**config.mk**
```make
export PLATFORM = sky130hd
export DESIGN_NAME = pes_status
export DESIGN_NICKNAME = d
export VERILOG_FILES = /design/src/rtl/pes_pkg.sv /design/src/rtl/pes_guard.sv /design/src/rtl/pes_timer.sv /design/src/rtl/pes_toggle.sv /design/src/rtl/pes_status.sv
export SDC_FILE = /design/constraint.sdc
export NUM_CORES = 1
export LEC_CHECK = 0
export BUFFER_PORTS_ARGS = -buffer_cell sky130_fd_sc_hd__buf_2
export CAP_MARGIN = 20
export CORE_MARGIN = 2
export CORE_UTILIZATION = 45
export CTS_BUF_LIST = sky130_fd_sc_hd__clkbuf_4 sky130_fd_sc_hd__clkbuf_8
export DETAILED_ROUTE_END_ITERATION = 8
export GPL_TIMING_DRIVEN = 0
export PLACE_DENSITY_LB_ADDON = 0.05
export SYNTH_ARGS = -nofsm -noshare
export SYNTH_HDL_FRONTEND = slang
export SYNTH_SLANG_ARGS = --single-unit
```
**constraint.sdc**
```tcl
create_clock -name clk -period 6.85 [get_ports clk]
set_input_delay 1.0275 -clock clk [delete_from_list [all_inputs] [get_ports clk]]
set_output_delay 1.0275 -clock clk [all_outputs]
set_load 0.02 [all_outputs]
```
**src/rtl/pes_pkg.sv**
```systemverilog
package pes_pkg;
  typedef enum logic [0:0] {
    OP_PROG  = 1'b0,
    OP_ERASE = 1'b1
  } op_kind_e;
endpackage

```
**src/rtl/pes_guard.sv**
```systemverilog
module pes_guard
  import pes_pkg::*;
(
  input  logic     start_prog,
  input  logic     start_erase,
  input  logic     load_poll_bit,
  input  logic     supply_low,
  input  logic     bus_oe_n,
  input  logic     bus_ce_n,
  input  logic     bus_we_n,
  input  logic     busy,
  input  logic     halt_n,
  output logic     go,
  output op_kind_e kind,
  output logic     poll_bit
);
  logic bus_ok;

  always_comb begin
    bus_ok = !supply_low && bus_oe_n && !bus_ce_n && !bus_we_n;
    go     = (start_prog || start_erase) && bus_ok && !busy && halt_n;
    // program wins when both requests coincide
    if (start_prog) begin
      kind     = OP_PROG;
      poll_bit = load_poll_bit;
    end else begin
      kind     = OP_ERASE;
      poll_bit = 1'b1;
    end
  end
endmodule

```
**src/rtl/pes_timer.sv**
```systemverilog
module pes_timer
  import pes_pkg::*;
#(
  parameter int unsigned PROG_CYCLES  = 1000,
  parameter int unsigned ERASE_CYCLES = 1000000000
) (
  input  logic     clk,
  input  logic     rst_n,
  input  logic     halt_n,
  input  logic     go,
  input  op_kind_e kind,
  output logic     busy,
  output logic     done
);
  localparam int unsigned MAX_CYC = (ERASE_CYCLES > PROG_CYCLES) ? ERASE_CYCLES : PROG_CYCLES;
  localparam int unsigned CNT_W   = $clog2(MAX_CYC + 1);

  logic [CNT_W-1:0] cnt_q, cnt_d;
  logic             busy_q, busy_d;
  logic             done_q, done_d;

  always_comb begin
    cnt_d  = cnt_q;
    busy_d = busy_q;
    done_d = 1'b0;
    if (!halt_n) begin
      busy_d = 1'b0;
      cnt_d  = '0;
    end else if (go) begin
      busy_d = 1'b1;
      cnt_d  = (kind == OP_ERASE) ? CNT_W'(ERASE_CYCLES - 1) : CNT_W'(PROG_CYCLES - 1);
    end else if (busy_q) begin
      if (cnt_q == '0) begin
        busy_d = 1'b0;
        done_d = 1'b1;
      end else begin
        cnt_d = cnt_q - 1'b1;
      end
    end
  end

  always_ff @(posedge clk or negedge rst_n) begin
    if (!rst_n) begin
      cnt_q  <= '0;
      busy_q <= 1'b0;
      done_q <= 1'b0;
    end else begin
      cnt_q  <= cnt_d;
      busy_q <= busy_d;
      done_q <= done_d;
    end
  end

  assign busy = busy_q;
  assign done = done_q;
endmodule

```
**src/rtl/pes_toggle.sv**
```systemverilog
module pes_toggle (
  input  logic clk,
  input  logic rst_n,
  input  logic go,
  input  logic busy,
  input  logic rd_strobe,
  output logic tog
);
  logic strb_q;
  logic tog_q, tog_d;
  logic rd_end;

  always_comb begin
    rd_end = strb_q && !rd_strobe;
    tog_d  = tog_q;
    if (go) begin
      tog_d = 1'b0;
    end else if (busy && rd_end) begin
      tog_d = !tog_q;
    end
  end

  always_ff @(posedge clk or negedge rst_n) begin
    if (!rst_n) begin
      strb_q <= 1'b0;
      tog_q  <= 1'b0;
    end else begin
      strb_q <= rd_strobe;
      tog_q  <= tog_d;
    end
  end

  assign tog = tog_q;
endmodule

```
**src/rtl/pes_status.sv**
```systemverilog
module pes_status
  import pes_pkg::*;
#(
  parameter int unsigned DATA_W       = 8,
  parameter int unsigned POLL_BIT     = 7,
  parameter int unsigned TOG_BIT      = 6,
  parameter int unsigned PROG_CYCLES  = 1000,
  parameter int unsigned ERASE_CYCLES = 1000000000
) (
  input  logic              clk,
  input  logic              rst_n,
  input  logic              halt_n,
  input  logic              start_prog,
  input  logic              start_erase,
  input  logic              load_poll_bit,
  input  logic              supply_low,
  input  logic              bus_oe_n,
  input  logic              bus_ce_n,
  input  logic              bus_we_n,
  input  logic              rd_strobe,
  input  logic [DATA_W-1:0] arr_rdata,
  output logic [DATA_W-1:0] host_rdata,
  output logic              rd_drive,
  output logic              ready,
  output logic              done
);
  logic     go;
  op_kind_e kind;
  logic     poll_bit;
  logic     busy;
  logic     tog;
  logic     poll_q, poll_d;

  pes_guard u_guard (
    .start_prog   (start_prog),
    .start_erase  (start_erase),
    .load_poll_bit(load_poll_bit),
    .supply_low   (supply_low),
    .bus_oe_n     (bus_oe_n),
    .bus_ce_n     (bus_ce_n),
    .bus_we_n     (bus_we_n),
    .busy         (busy),
    .halt_n       (halt_n),
    .go           (go),
    .kind         (kind),
    .poll_bit     (poll_bit)
  );

  pes_timer #(
    .PROG_CYCLES (PROG_CYCLES),
    .ERASE_CYCLES(ERASE_CYCLES)
  ) u_timer (
    .clk   (clk),
    .rst_n (rst_n),
    .halt_n(halt_n),
    .go    (go),
    .kind  (kind),
    .busy  (busy),
    .done  (done)
  );

  pes_toggle u_toggle (
    .clk      (clk),
    .rst_n    (rst_n),
    .go       (go),
    .busy     (busy),
    .rd_strobe(rd_strobe),
    .tog      (tog)
  );

  always_comb begin
    poll_d = go ? poll_bit : poll_q;
  end

  always_ff @(posedge clk or negedge rst_n) begin
    if (!rst_n) begin
      poll_q <= 1'b0;
    end else begin
      poll_q <= poll_d;
    end
  end

  always_comb begin
    host_rdata = arr_rdata;
    if (busy) begin
      host_rdata[POLL_BIT] = !poll_q;
      host_rdata[TOG_BIT]  = tog;
    end
    rd_drive = rd_strobe && halt_n;
    ready    = !busy;
  end
endmodule

```
==> results.cfg <==
[outcome]
status = completed

[timing]
slew_viol_final = 0
setup_tns_ns = 0
holdWs_ns = 0.546
skew_ns = 0.0129
setup_viol = 0
rsz0062_at_grt = no
final_hold_viol_count = 0
post-route-min-period_ns = 3.06
fin_crit_sh_pct = 44.7
tightest_slew_ns = 0.855
fmaxAchievable_mhz = 327
relSlewSlack_pct = 43.0

[die]
ioPinCount = 30
core.rowCount = 24
core-area_um2 = 4440
initial_core_util_pct = 47.8
fp.dieW_um = 72.7
chipHeight_um = 72.7
die_area_um2 = 5280

[power_and_ir_drop]
clkPwrFrac_pct = 28.8
leakage_uw = 0.00111
power.density_nw_per_um2 = 325
switching_share_pct = 38.0
power_uw = 792
peakVddDrop_mv = 0.157
p_sw_uw = 301
p_int_uw = 491
combPwrFrac_pct = 38.2
p_seq_share_pct = 33.0

[cells_and_area]
mostFrequentLayoutCells = 35 x dfrtp_1, 24 x buf_2, 22 x nor2_1, 13 x a21oi_1, 12 x nand2_1
stdcell_count = 316
drive_gt1_share_pct = 20.8
final_common_cell = dfrtp_1
syn2layout_area_growth_pct = 14.9
final_nets = 283
n_antenna_cell = 0
design_area_um2 = 2440
fill_cells = 436

[placement]
portBuffers = 23
place_congestion = 0.897
dp_hpwl_um = 4060
place_inst = 308
placed_cell_area_um2 = 2300

[routing]
avgViaCountPerCell = 6.41
routed_wl_um = 5860
wl_per_cell_um = 18.6
firstDrtPassIters = 5
drc_errors = 0
drt_first_iter_violations = 194
vias = 2025
ant_nets = 0

[yosys]
synth_top_area_share_pct = 41.2
synth-async-reset-ratio_pct = 100
yosysTopAreaCell = dfrtp_1
synth_cell_type_count = 57
avgSynthCellArea_um2 = 9.11
yosysWarningCount = 0
yosys_register_bits = 35
syn_area_um2 = 2120
yosys_most_used_dff = dfrtp_1
synth_area_leaders = dfrtp_1 41%, nor2_1 3.9%, a21oi_1 3.1%
synth-edff-count = 0
syn_inst = 233
syn-num-nets = 253
synth.yosys.seq_area_share_pct = 41.2

[clock_tree]
post_cts_resize_count = 0
cts_hold_buf = 0
htreeDepth = 2
clockBufferDepth = 2
path_clk_slew_ns = 0.08
cts_tree = built
clockRootBuffer = clkbuf_8
postCtsSetupBuffers = 0
cts_buffers = 5
clock-sinks = 35
clock_latency_ns = 0.29

[global_route]
grt_overflow = 0
grt_pass1_vias = 1924
grt_pass1_wl_um = 9800
antenna_found_initial = 0
grt_max_degree = 36
grtUsageTotal_pct = 24.0

[critical_path]
worst_path_largest_cell_delay_ns = 0.42
critical_path_required_ns = 7.04
cp_top_family = simple AND/OR/NAND/NOR gates
worstSetupPathType = reg -> reg
path_max_fanout = 10
cp-start-kind = register
crit_path_end_kind = register
path_buf_inv = 3
slowest_stage = dfrtp_1
ff2ff_path_depth = 9
crit_cells = 9
crit_chain = inv_1, ha_1, nor4b_1, and4_1, clkbuf_1, a21o_1, buf_1, nand2_1, a221o_1
cp.arrival_ns = 3.24

[min_path]
hp-class = reg -> reg
min_delay_path_depth = 2

[run]
drv_cap = 0
-- registers in the layout, indices dropped and copies added, names as in the netlist --
signal	count
u_toggle.strb_q	1
u_timer.cnt_q	30
u_toggle.tog	1
u_timer.done	1
poll_q	1
u_timer.busy	1
-- stage by stage --
stage / utilization (%) / setup WS, ns
3_3_place_gp: 51.8 / 3.55
6_report: 54.9 / 3.79
4_1_cts: 54.9 / 3.83
5_1_grt: 54.9 / 3.56
3_5_place_dp: 51.8 / 3.53
2_1_floorplan: - / 4.25
-- cell families after synthesis --
kind of cell | Yosys count | share of synthesized area (%)
flip-flops | 35 | 41.2
adder cells (fa/ha/maj) | 1 | 0.589
XOR/XNOR | 8 | 3.30
buffers and inverters | 25 | 5.54
multiplexers | 1 | 0.530
AND/OR/NAND/NOR | 90 | 24.0
AO/OA/AOI/OAI | 73 | 24.8
-- cells in the mapped netlist, types with 2 or more instances --
library cell and n:
buf_1 2, o22ai_1 3, a21oi_1 13, clkbuf_1 8, o211ai_1 3, o2111ai_1 2, or4_1 5, nor4b_1 2
and2_1 2, or2_2 3, nor4_1 10, o21ai_0 11, a21o_1 5, nand2_1 12, a32oi_1 3, a31oi_1 4
nand4_1 4, o221a_2 4, or3_1 4, xor2_1 6, or4_4 2, nor2_1 22, inv_1 8, o31ai_1 7
xnor2_1 2, a221o_1 3, nor3_1 9, buf_4 6, dfrtp_1 35, nand3_1 5, a211o_1 2
-- cell type report --
cell class	count	area [um2]	area share (%)
plain buffers	17	87.6	3.59
repair buffers	23	115	4.72
clock inverters	3	67.6	2.77
multi-input cells	173	1130	46.3
inverters	8	30.0	1.23
well taps	52	65.1	2.67
flip-flops and latches	35	876	35.9
clock buffers	5	68.8	2.82
-- worst paths after layout --
kind	endpoint	slack, ns	from
setup / recovery	u_timer.cnt_q[29]	3.79	u_timer.cnt_q[0]
hold / removal	u_toggle.tog	0.55	u_toggle.tog
setup reg to reg	u_timer.cnt_q[29]	3.79	u_timer.cnt_q[0]
hold reg to reg	u_toggle.tog	0.55	u_toggle.tog
max in group asynchronous	u_timer.busy	5.46	rst_n
min in group asynchronous	u_toggle.strb_q	0.83	rst_n
-- tightest hold or removal path, cell delays in order (launching register included) --
cell     delay, ns
dfrtp_1       0.36
xor2_1        0.07
nor2_1        0.08
-- routing by layer --
metal / track usage, % / wire, um / up-vias / share of wire, %
met3: 4.83 / 361 / 8 / 6.2
li1: - / - / 962 / -
met1: 34.4 / 2830 / 982 / 48
met5: 0 / 0 / - / 0
met4: 8.23 / 100 / 0 / 1.7
met2: 36.1 / 2570 / 73 / 44
-- power groups by stage --
stage / Combinational (uW) / Sequential, uW / Clock (uW)
final: 302 / 262 / 228
after global routing: 334 / 266 / 243
after CTS: 296 / 260 / 231
after detailed placement: 294 / 264 / 0
after global placement: 291 / 264 / 0
after floorplan: 224 / 257 / 0
(Power assumes the default switching activity.)
